==> src/rtl/sereng_pkg.sv <==
package sereng_pkg;
  localparam int ADDR_W = 2;

  typedef enum logic [1:0] {
    ST_IDLE   = 2'd0,
    ST_RUN    = 2'd1,
    ST_CLEAR  = 2'd2,
    ST_FROZEN = 2'd3
  } st_code_e;

  localparam logic [ADDR_W-1:0] A_STATE = 2'd0;
  localparam logic [ADDR_W-1:0] A_MODE  = 2'd1;
  localparam logic [ADDR_W-1:0] A_OPER  = 2'd2;
  localparam logic [ADDR_W-1:0] A_SWRST = 2'd3;
endpackage

==> src/rtl/sereng_settle_timer.sv <==
module sereng_settle_timer #(
  parameter int SETTLE_CYC = 4
) (
  input  logic clk_i,
  input  logic rst_ni,
  input  logic load_i,
  output logic valid_o
);
  localparam int CW = $clog2(SETTLE_CYC + 1);
  localparam logic [CW-1:0] LOAD_V = CW'(SETTLE_CYC);

  logic [CW-1:0] cnt_q;

  always_ff @(posedge clk_i or negedge rst_ni) begin
    if (!rst_ni)            cnt_q <= '0;
    else if (load_i)        cnt_q <= LOAD_V;
    else if (cnt_q != '0)   cnt_q <= cnt_q - 1'b1;
  end

  assign valid_o = (cnt_q == '0);
endmodule

==> src/rtl/sereng_state_fsm.sv <==
module sereng_state_fsm
  import sereng_pkg::*;
(
  input  logic       clk_i,
  input  logic       rst_ni,
  input  logic       swrst_i,
  input  logic       st_wr_i,
  input  logic [1:0] code_i,
  output st_code_e   state_o,
  output logic       settle_o
);
  st_code_e st_q, st_d;
  logic     pend_q, pend_d;
  st_code_e req;

  assign req = st_code_e'(code_i);

  always_comb begin
    st_d     = st_q;
    pend_d   = pend_q;
    settle_o = 1'b0;
    if (swrst_i) begin
      st_d     = ST_IDLE;
      pend_d   = 1'b0;
      settle_o = 1'b1;
    end else if (st_wr_i) begin
      if (st_q == ST_FROZEN && pend_q) begin
        // second write decides: clear completes the exit, anything else disarms
        pend_d = 1'b0;
        if (req == ST_CLEAR) begin
          st_d     = ST_IDLE;
          settle_o = 1'b1;
        end
      end else if (req == ST_CLEAR) begin
        if (st_q == ST_FROZEN) pend_d = 1'b1;
      end else begin
        st_d     = req;
        settle_o = 1'b1;
      end
    end
  end

  always_ff @(posedge clk_i or negedge rst_ni) begin
    if (!rst_ni) begin
      st_q   <= ST_IDLE;
      pend_q <= 1'b0;
    end else begin
      st_q   <= st_d;
      pend_q <= pend_d;
    end
  end

  assign state_o = st_q;
endmodule

==> src/rtl/sereng_cfg_regs.sv <==
module sereng_cfg_regs #(
  parameter int REG_N = 2,
  parameter int CFG_W = 16
) (
  input  logic                     clk_i,
  input  logic                     rst_ni,
  input  logic                     clr_i,
  input  logic [REG_N-1:0]         wr_sel_i,
  input  logic [CFG_W-1:0]         wr_data_i,
  output logic [REG_N-1:0][CFG_W-1:0] val_o
);
  for (genvar g = 0; g < REG_N; g++) begin : g_reg
    logic [CFG_W-1:0] r_q;
    always_ff @(posedge clk_i or negedge rst_ni) begin
      if (!rst_ni)          r_q <= '0;
      else if (clr_i)       r_q <= '0;
      else if (wr_sel_i[g]) r_q <= wr_data_i;
    end
    assign val_o[g] = r_q;
  end
endmodule

==> src/rtl/sereng_state_ctrl.sv <==
module sereng_state_ctrl
  import sereng_pkg::*;
#(
  parameter int DATA_W     = 32,
  parameter int CFG_W      = 16,
  parameter int SETTLE_CYC = 4
) (
  input  logic              clk_i,
  input  logic              rst_ni,
  input  logic              wr_en_i,
  input  logic [1:0]        wr_addr_i,
  input  logic [DATA_W-1:0] wr_data_i,
  input  logic [1:0]        rd_addr_i,
  output logic [DATA_W-1:0] rd_data_o,
  output logic              run_o,
  output logic              pause_o,
  output logic              hold_rst_o
);
  localparam int REG_N = 2;

  logic     valid;
  logic     swrst_hit, st_wr_ok, settle_start;
  st_code_e state;
  logic [REG_N-1:0]            cfg_sel;
  logic [REG_N-1:0][CFG_W-1:0] cfg_val;

  assign swrst_hit = wr_en_i && (wr_addr_i == A_SWRST) && wr_data_i[0];
  assign st_wr_ok  = wr_en_i && (wr_addr_i == A_STATE) && valid;
  assign cfg_sel   = {wr_en_i && (wr_addr_i == A_OPER),
                      wr_en_i && (wr_addr_i == A_MODE)};

  sereng_state_fsm u_fsm (
    .clk_i    (clk_i),
    .rst_ni   (rst_ni),
    .swrst_i  (swrst_hit),
    .st_wr_i  (st_wr_ok),
    .code_i   (wr_data_i[1:0]),
    .state_o  (state),
    .settle_o (settle_start)
  );

  sereng_settle_timer #(.SETTLE_CYC(SETTLE_CYC)) u_tmr (
    .clk_i   (clk_i),
    .rst_ni  (rst_ni),
    .load_i  (settle_start),
    .valid_o (valid)
  );

  sereng_cfg_regs #(.REG_N(REG_N), .CFG_W(CFG_W)) u_cfg (
    .clk_i     (clk_i),
    .rst_ni    (rst_ni),
    .clr_i     (swrst_hit),
    .wr_sel_i  (cfg_sel),
    .wr_data_i (wr_data_i[CFG_W-1:0]),
    .val_o     (cfg_val)
  );

  always_comb begin
    rd_data_o = '0;
    unique case (rd_addr_i)
      A_STATE: rd_data_o[2:0] = {valid, state};
      A_MODE:  rd_data_o[CFG_W-1:0] = cfg_val[0];
      A_OPER:  rd_data_o[CFG_W-1:0] = cfg_val[1];
      default: rd_data_o = '0;
    endcase
  end

  assign run_o      = (state == ST_RUN);
  assign pause_o    = (state == ST_FROZEN);
  assign hold_rst_o = (state == ST_IDLE);
endmodule

==> config.mk <==
export PLATFORM = sky130hd
export DESIGN_NAME = sereng_state_ctrl
export DESIGN_NICKNAME = d
export VERILOG_FILES = /design/src/rtl/sereng_pkg.sv /design/src/rtl/sereng_settle_timer.sv /design/src/rtl/sereng_state_fsm.sv /design/src/rtl/sereng_cfg_regs.sv /design/src/rtl/sereng_state_ctrl.sv
export SDC_FILE = /design/constraint.sdc
export NUM_CORES = 1
export LEC_CHECK = 0
export ABC_AREA = 1
export ABC_CLOCK_PERIOD_IN_PS = 1600
export BUFFER_PORTS_ARGS = -buffer_cell sky130_fd_sc_hd__buf_2
export CORE_MARGIN = 8
export CORE_UTILIZATION = 49
export DETAILED_ROUTE_END_ITERATION = 12
export PLACE_DENSITY = 0.89
export SETUP_SLACK_MARGIN = 0.3
export SLEW_MARGIN = 20
export SYNTH_ARGS = -nofsm -noshare
export SYNTH_HDL_FRONTEND = slang
export SYNTH_SLANG_ARGS = --single-unit
==> constraint.sdc <==
create_clock -name clk_i -period 1.6 [get_ports clk_i]
set_input_delay 0.16 -clock clk_i [delete_from_list [all_inputs] [get_ports clk_i]]
set_output_delay 0.16 -clock clk_i [all_outputs]
set_load 0.05 [all_outputs]
==> reports/qor.csv, run 1 <==
metric,value,unit
overflow,0,
crit_type,reg -> out,
p_sw,1.402,mW
post-route-drc-count,0,
via_count,2058,
cp-start-kind,flip-flop,
area_growth,44.79,%
hold_viol_final,0,
reg2reg_from,u_tmr.cnt_q[1],
cts_max_level,2,
fin_ws,0.01927,ns
hold-path-cell-count,3,
start_util,51.05,%
core_area,4000,µm²
hpwlAfterDp,3610,µm
antennaDiodeCount,0,
antenna_left,0,
p_sw_share,36.66,%
worst_clock_skew,0.002780,ns
power_frac_comb,39.1,%
place_ws,0.1115,ns
maxCapViolCount,0,
p_per_area,1293,nW/µm²
setup_violations,0,
power_frac_seq,34.2,%
yosysWarnings,0,
status,completed,
grt_setup_unrepaired,yes,
hold_class,in -> reg,
dieArea,6489,µm²
final_area,2957,µm²
ys_seq_area_share,46.57,%
final-seq-area,953.4,µm²
cts_root_buffer,clkbuf_8,
grt_pass1_wl,8976,µm
ys_ff_latch,38,
final_cell_mix,"nand2_1 (95), dfrtp_1 (36), o21ai_1 (28)",
dr.first_iter.drc_count,211,
final_max_slew_viol_count,0,
synth_cell_types,20,
nNetsFinal,370,
peakVddDrop,0.8468,mV
wirelength,6486,µm
clk_path_buf_depth,2,
multi_input_area,1166,µm²
crit_end,rd_data_o[2],
die_h,80.56,µm
grt_pass1_vias,1928,
worstPathArrival,1.42,ns
placed_area,2420,µm²
grt.total_usage,17.65,%
grt_max_degree,39,
cp_max_fo,2,
place_congestion,0.7999,
vias_per_cell,5.473,
r2r_setup_slack,0.03,ns
clkLatencyLatePin,0.29,ns
layout-drive-gt1-share,34.97,%
portBuffers,41,
cts_tree,built,
cts_buffers,5,
clkSinkCount,38,
io_pins,74,
fin_crit,1.581,ns
synth.avg_cell_area,7.563,µm²
crit_path_start,u_tmr.cnt_q[1],
syn_inst,270,
path_clk_slew,0.08,ns
fp-row-count,23,
power_leakage,1.426,nW
critPathRequiredTime,1.44,ns
rr_worst_depth,12,
netlist_area,2042,µm²
worstReg2RegEnd,u_fsm.state_o[1],
post-route-period-util,98.80,%
critPathCaptureType,output pin,
fillers,263,
p_clk_share,26.7,%
final_common_cell,nand2_1,
fmax,632.6,MHz
firstDrtPassIters,5,
intPower,2.422,mW
grt_antenna_before_repair,0,
wire_per_inst,17.25,µm
die_w,80.56,µm
## power groups by stage
| stage | sequential, mW | clock (mW) | combinational (mW) |
|---|---|---|---|
| 2_1_floorplan | 1.25 | 0 | 0.829 |
| 3_3_place_gp | 1.27 | 0 | 1.01 |
| 3_5_place_dp | 1.29 | 0 | 1.04 |
| 4_1_cts | 1.28 | 1.01 | 1.29 |
| 5_1_grt | 1.32 | 1.06 | 1.60 |
| 6_report | 1.31 | 1.02 | 1.50 |
## state kept, by name (all words and copies together) (netlist names)
register / flops
u_tmr.cnt_q: 3
u_fsm.state_o: 2
u_fsm.pend_q: 1
u_cfg.g.r_q: 32
## cell usage after synthesis
library cell | number | area [µm²]
inv_2 | 1 | 3.750
o21ai_1 | 28 | 140.1
o21ai_0 | 5 | 25.02
xnor2_1 | 1 | 8.760
buf_4 | 16 | 120.1
nor2_1 | 11 | 41.29
nand3_1 | 11 | 55.05
dfrtp_1 | 38 | 950.9
o211ai_1 | 1 | 7.510
ha_1 | 6 | 75.07
buf_2 | 10 | 50.05
clkbuf_1 | 2 | 7.510
conb_1 | 1 | 3.750
nand4_1 | 2 | 12.51
a31oi_1 | 1 | 6.260
xor2_1 | 1 | 8.760
a21oi_1 | 14 | 70.07
nand2_1 | 103 | 386.6
inv_1 | 17 | 63.81
clkbuf_2 | 1 | 5.000
## worst min-delay path by stage
stage / start / to / slack, ns
6_report: wr_data_i[14] / u_cfg.g_reg[0].r_q[14] / 0.11
5_1_grt: wr_data_i[14] / u_cfg.g_reg[0].r_q[14] / 0.13
4_1_cts: wr_data_i[15] / u_cfg.g_reg[1].r_q[15] / 0.12
3_5_place_dp: rst_ni / u_cfg.g_reg[0].r_q[13] / 0.23
3_3_place_gp: rst_ni / u_cfg.g_reg[0].r_q[13] / 0.22
2_1_floorplan: rst_ni / u_cfg.g_reg[0].r_q[0] / -0.14
## routing by layer
layer	share of wire [%]	wire (µm)	global-route usage (%)	vias to the layer above
met5	0	0	0	-
met4	2.9	189	9.273	0
met3	9.1	589	3.906	21
met2	50	3261	31.11	121
met1	38	2446	19.17	983
li1	-	-	-	933
## cell type report
class / instances / area share, %
well taps: 50 / 2.116
multi-input cells: 200 / 39.44
clock buffers: 6 / 2.793
flip-flops and latches: 38 / 32.25
repair buffers: 62 / 19.00
clock inverters: 2 / 2.031
inverters: 18 / 2.370
## per-stage QoR
| stage | total power, mW | utilization (%) | hold WS (ns) | setup TNS (ns) | std cells |
|---|---|---|---|---|---|
| finish | 3.824 | 73.91 | 0.1136 | 0 | 376 |
| global route | 3.982 | 73.91 | 0.1266 | -0.05956 | 376 |
| CTS | 3.588 | 69.13 | 0.1222 | -0.007051 | 371 |
| detailed placement | 2.327 | 60.49 | 0.2332 | 0 | 355 |
| global placement | 2.278 | 60.49 | 0.2204 | 0 | 355 |
| floorplan | 2.081 | - | -0.1356 | 0 | 285 |
## logic make-up (layout without fill, tap and decap cells)
family | Yosys count | in the layout | synth area share, %
simple gates | 127 | 127 | 24.26
compound gates | 49 | 49 | 12.19
buf+inv | 47 | 88 | 12.25
flops | 38 | 38 | 46.57
fa+ha+maj | 6 | 6 | 3.676
xor+xnor | 2 | 2 | 0.8580
other cells | 1 | 16 | 0.1836
## critical path, stage by stage, from the launching register on
cell and delay, ns:
dfrtp_1 0.39, inv_2 0.08, ha_4 0.14, inv_2 0.04
nor2_4 0.09, nand2_2 0.08, a31oi_4 0.13, buf_6 0.17
## repair_timing
item | 4_1_cts | 5_1_grt
endpoints found under the setup margin | 21 | 25
hold buffers | 1 | 0
pin swaps | 9 | 10
endpoints found under the hold margin | 38 | 0
resized for setup | 46 | 35
cloned | 0 | 2
buffers inserted | 7 | 3
No activity file was read; power rests on OpenSTA's default activity.
==> inputs of run 2 (changes only) <==
--- a/config.mk
+++ b/config.mk
@@ -7,11 +7,11 @@
 export LEC_CHECK = 0
 export ABC_AREA = 1
 export ABC_CLOCK_PERIOD_IN_PS = 1600
-export BUFFER_PORTS_ARGS = -buffer_cell sky130_fd_sc_hd__buf_2
 export CORE_MARGIN = 8
-export CORE_UTILIZATION = 49
+export CORE_UTILIZATION = 62
 export DETAILED_ROUTE_END_ITERATION = 12
-export PLACE_DENSITY = 0.89
+export DONT_BUFFER_PORTS = 1
+export PLACE_DENSITY = 0.88
 export SETUP_SLACK_MARGIN = 0.3
 export SLEW_MARGIN = 20
 export SYNTH_ARGS = -nofsm -noshare
==> reports/qor.csv, run 2 (synthesis gave the netlist of run 1 again) <==
metric,value,unit
status,finished with violations,
failed_checks,negative setup slack,
rr_worst_depth,7,
p_per_area,1203,nW/µm²
crit_buf_inv,3,
antennaDiodeCount,0,
die_w,73.39,µm
layout-drive-gt1-share,32.72,%
fin_crit,1.729,ns
die_h,73.39,µm
final_area,2908,µm²
clkSinkCount,38,
hold_viol_final,0,
place_congestion,0.8773,
crit_type,reg -> out,
post-route-drc-count,0,
final_common_cell,nand2_1,
cp-start-kind,flip-flop,
crit_chain,"inv_2, ha_4, inv_2, nor2_4, nand2_2, a31oi_4, buf_12",
cp_max_fo,2,
overflow,0,
placed_area,2277,µm²
nNetsFinal,371,
peakVddDrop,0.8655,mV
firstDrtPassIters,5,
hpwlAfterDp,3194,µm
crit_top_cell,inv_2,
grt_setup_unrepaired,yes,
cts_max_level,2,
grt_pass1_wl,9142,µm
grt.total_usage,22.46,%
worstPathArrival,1.57,ns
worst_clock_skew,0.003199,ns
final_max_slew_viol_count,0,
grt_max_degree,39,
dr.first_iter.drc_count,291,
antenna_left,0,
start_util,62.67,%
worstHoldStart,wr_data_i[1],
path_clk_slew,0.12,ns
final_cell_mix,"nand2_1 (83), dfrtp_1 (36), buf_4 (33)",
path_delay_family,flip-flops,
fin_setup_tns,-0.1292,ns
hold_class,in -> reg,
post-route-period-util,108.1,%
maxCapViolCount,0,
clkLatencyLatePin,0.37,ns
dieArea,5386,µm²
core_area,3258,µm²
cts_buffers,5,
crit_cells,7,
wire_per_inst,19.15,µm
fp-row-count,21,
r2r_setup_slack,0.18,ns
fmax,578.3,MHz
grt_pass1_vias,1918,
area_growth,42.40,%
critPathRequiredTime,1.44,ns
via_count,2151,
wirelength,7142,µm
setup_violations,1,
power_leakage,1.397,nW
largest_register_ffs,32,
crit_end,rd_data_o[2],
vias_per_cell,5.767,
max_stage_delay,0.43,ns
worstReg2RegEnd,u_fsm.state_o[0],
regMostFlops,u_cfg.g.r_q,
clk_path_buf_depth,2,
portBuffers,0,
reg2reg_from,u_tmr.cnt_q[0],
cp_slowest_cell,dfrtp_1,
cts_root_buffer,clkbuf_4,
crit_path_start,u_tmr.cnt_q[0],
grt_antenna_before_repair,0,
fin_ws,-0.1292,ns
critPathCaptureType,output pin,
fillers,157,
cts_tree,built,
io_pins,74,
run 2: worst min path at each step:
stage	to	slack (ns)	cells after the start
floorplan	u_cfg.g_reg[0].r_q[0]	-0.14	0
global placement	u_cfg.g_reg[1].r_q[11]	-0.13	0
detailed placement	u_cfg.g_reg[1].r_q[11]	-0.13	0
CTS	u_cfg.g_reg[1].r_q[0]	0.002	2
finish	u_fsm.state_o[0]	0.02	3
global route	u_fsm.state_o[0]	0.04	3
run 2: power breakdown:
group          leakage, nW  switching, mW  total (mW)  internal, mW
clock network       0.0353          0.334       0.546         0.213
logic                0.889          0.951        1.62         0.673
registers            0.473          0.177        1.33          1.15
run 2: per-stage QoR:
step | utilization, % | total power, mW | hold WS, ns | worst slack (ns) | instances
after floorplan | - | 2.081 | -0.1356 | 0.1480 | 285
after global placement | 69.89 | 2.248 | -0.1348 | 0.2671 | 319
after detailed placement | 69.89 | 2.291 | -0.1347 | 0.2317 | 319
after CTS | 82.22 | 3.101 | 0.002333 | -0.07741 | 354
after global routing | 89.25 | 3.658 | 0.03903 | -0.1867 | 373
final | 89.25 | 3.498 | 0.01841 | -0.1292 | 373
run 2: cell type report:
cell class / instances / area [µm²] / share of cell area (%)
sequential: 38 / 953.4 / 32.79
inverter: 18 / 72.57 / 2.496
clock inverter: 1 / 5.005 / 0.1721
timing repair buffer: 63 / 606.8 / 20.87
clock buffer: 7 / 55.05 / 1.893
tap: 46 / 57.56 / 1.979
multi-input combinational: 200 / 1157 / 39.80
run 2: tightest hold or removal path: stages:
cell and delay (ns):
nand2_1 0.06, nand4_1 0.10, nand2_1 0.05
run 2: repair_timing:
action	CTS	global route
hold endpoints to repair	68	1
gates cloned	0	0
setup buffers	10	18
setup endpoints to repair	21	25
hold buffers	17	1
pin swaps	15	21
resized for setup	32	27
run 2: per-layer routing:
metal | GRT usage (%) | wire length (µm) | up-vias
met2 | 38.73 | 3498 | 161
li1 | - | - | 932
met3 | 7.640 | 725 | 33
met5 | 0 | 0 | -
met4 | 11.53 | 344 | 0
met1 | 23.67 | 2574 | 1025
==> inputs of run 3 (changes only) <==
--- a/config.mk
+++ b/config.mk
@@ -8,12 +8,13 @@
 export ABC_AREA = 1
 export ABC_CLOCK_PERIOD_IN_PS = 1600
 export CORE_MARGIN = 8
-export CORE_UTILIZATION = 62
+export CORE_UTILIZATION = 63
 export DETAILED_ROUTE_END_ITERATION = 12
 export DONT_BUFFER_PORTS = 1
-export PLACE_DENSITY = 0.88
+export PLACE_DENSITY = 0.89
 export SETUP_SLACK_MARGIN = 0.3
 export SLEW_MARGIN = 20
 export SYNTH_ARGS = -nofsm -noshare
 export SYNTH_HDL_FRONTEND = slang
+export SYNTH_HIERARCHICAL = 1
 export SYNTH_SLANG_ARGS = --single-unit
==> reports/qor.csv, run 3 <==
metric,value,unit
status,completed,
synth_most_common_cell,nand2_1,
core_area,3606,µm²
fmax,637.8,MHz
cp-start-kind,flip-flop,
maxCapViolCount,0,
critPathCaptureType,output pin,
wirelength,5697,µm
synthFlopType,dfrtp_1,
grt_pass1_wl,8976,µm
grt_pass1_vias,1946,
start_util,64.54,%
synth_top_area_share,40.86,%
synth_area_leaders,"dfrtp_1 (41%), nand2_1 (18%), nand3_1 (9.2%), buf_4 (6.5%), buf_6 (3.9%)",
synth_top_cell_by_area,dfrtp_1,
critPathRequiredTime,1.44,ns
cts_tree,built,
placed_area,2435,µm²
setup_violations,0,
power_leakage,1.388,nW
p_per_area,1245,nW/µm²
final_area,2790,µm²
dr.first_iter.drc_count,169,
hold_class,in -> reg,
final_max_slew_viol_count,0,
clkLatencyLatePin,0.29,ns
firstDrtPassIters,4,
overflow,0,
worst_clock_skew,0.004580,ns
place_congestion,0.8279,
portBuffers,0,
die_h,76.78,µm
largest_register_ffs,32,
hold_viol_final,0,
vias_per_cell,5.386,
hpwlAfterDp,3530,µm
maxSlewHeadroom,59.84,%
netlist_area,2327,µm²
clkSinkCount,38,
grt_setup_unrepaired,yes,
cts_root_buffer,clkbuf_8,
layout-drive-gt1-share,30.84,%
yosysWarnings,6,
syn_inst,297,
cp_max_fo,2,
regMostFlops,u_cfg/g.r_q,
cts_buffers,5,
post-route-drc-count,0,
ys_ff_latch,38,
clk_path_buf_depth,2,
final_cell_mix,"nand2_1 (102), nand3_1 (38), dfrtp_1 (36)",
wire_per_inst,15.40,µm
synthArstFlopShare,100.0,%
peakVddDrop,0.9661,mV
nNetsFinal,365,
synth_cell_types,22,
crit_type,reg -> out,
ys_seq_area_share,40.86,%
synth.top_cells.by_count,"nand2_1 (110), nand3_1 (43), dfrtp_1 (38)",
via_count,1993,
grt_antenna_before_repair,1,
io_pins,74,
path_clk_slew,0.08,ns
cts_max_level,2,
die_w,76.78,µm
grt_max_degree,39,
worstPathArrival,1.41,ns
fin_setup_tns,0,ns
final_common_cell,nand2_1,
worstMarginPinSlew,0.6001,ns
fp-row-count,22,
hold-worst-slack,0.009046,ns
synth_edf_count,0,
synth.avg_cell_area,7.836,µm²
dieArea,5895,µm²
grt.total_usage,18.42,%
antenna_left,0,
area_growth,19.89,%
fin_crit,1.568,ns
post-route-period-util,98.00,%
-- run 3: worst paths after layout --
kind | from | to | slack (ns) | cells past startpoint
min reg2reg | u_cfg/g_reg[1].r_q[1] | u_cfg/g_reg[1].r_q[1] | 0.48 | 2
max | u_tmr/cnt_q[0] | rd_data_o[2] | 0.03 | 8
max in group asynchronous | rst_ni | u_fsm/state_o[1] | 1.09 | 2
min in group asynchronous | rst_ni | u_tmr/cnt_q[2] | 0.31 | 2
min | wr_data_i[12] | u_cfg/g_reg[0].r_q[12] | 0.009 | 2
max reg2reg | u_tmr/cnt_q[0] | u_tmr/cnt_q[1] | 0.06 | 11
-- run 3: area by class of cell --
cell class / count / area (µm²)
Timing Repair Buffer: 31 / 320.3
Inverter: 22 / 92.59
Clock buffer: 5 / 68.82
Clock inverter: 3 / 45.04
Antenna cell: 1 / 2.502
Sequential cell: 38 / 953.4
Multi-Input combinational cell: 222 / 1247
Tap cell: 48 / 60.06
Fill cell: 241 / 815.8
-- run 3: report_power, final --
group	switching, mW	internal (mW)	total [mW]
registers	0.130	1.14	1.27
logic	0.869	0.519	1.39
clock network	0.348	0.464	0.811
-- run 3: what timing repair did --
item	4_1_cts	5_1_grt
setup buffers	8	4
resized for setup	12	20
setup endpoints to repair	11	19
hold endpoints to repair	39	1
gates cloned	0	0
hold buffers	3	1
pin swaps	7	18
-- run 3: metal layers --
metal  up-vias  part of all wire, %  GRT usage, %
li1        947                    -             -
met1       918                   38         21.19
met2       109                   48         29.40
met3        19                   10         6.177
met4         0                  3.4         10.19
met5         -                    0             0
-- run 3: critical path: stages (launching register included) --
cell,delay [ns]
dfrtp_1,0.36
inv_2,0.06
ha_4,0.17
nand2_4,0.06
inv_4,0.04
nand2_2,0.06
nand3_2,0.06
nand2_2,0.07
clkinvlp_4,0.23
-- run 3: cell families (layout without fill, tap and decap cells) --
logic type      Yosys count  in the layout  share of synthesized area [%]
simple gates            186            186                          35.59
buf+inv                  52             61                          15.32
flops                    38             38                          40.86
compound gates           13             13                          4.408
fa+ha+maj                 6              6                          3.226
other cells               1             17                         0.1611
mux                       1              1                         0.4301
-- run 3: metrics by stage --
stage | setup WS (ns) | utilization (%) | total power, mW | instances
final | 0.03205 | 77.38 | 3.473 | 370
after global routing | -0.04307 | 77.38 | 3.650 | 370
after CTS | 0.0003553 | 74.64 | 3.319 | 364
after detailed placement | 0.04470 | 67.52 | 2.326 | 345
after global placement | 0.09893 | 67.52 | 2.283 | 345
after floorplan | 0.1899 | - | 2.153 | 312
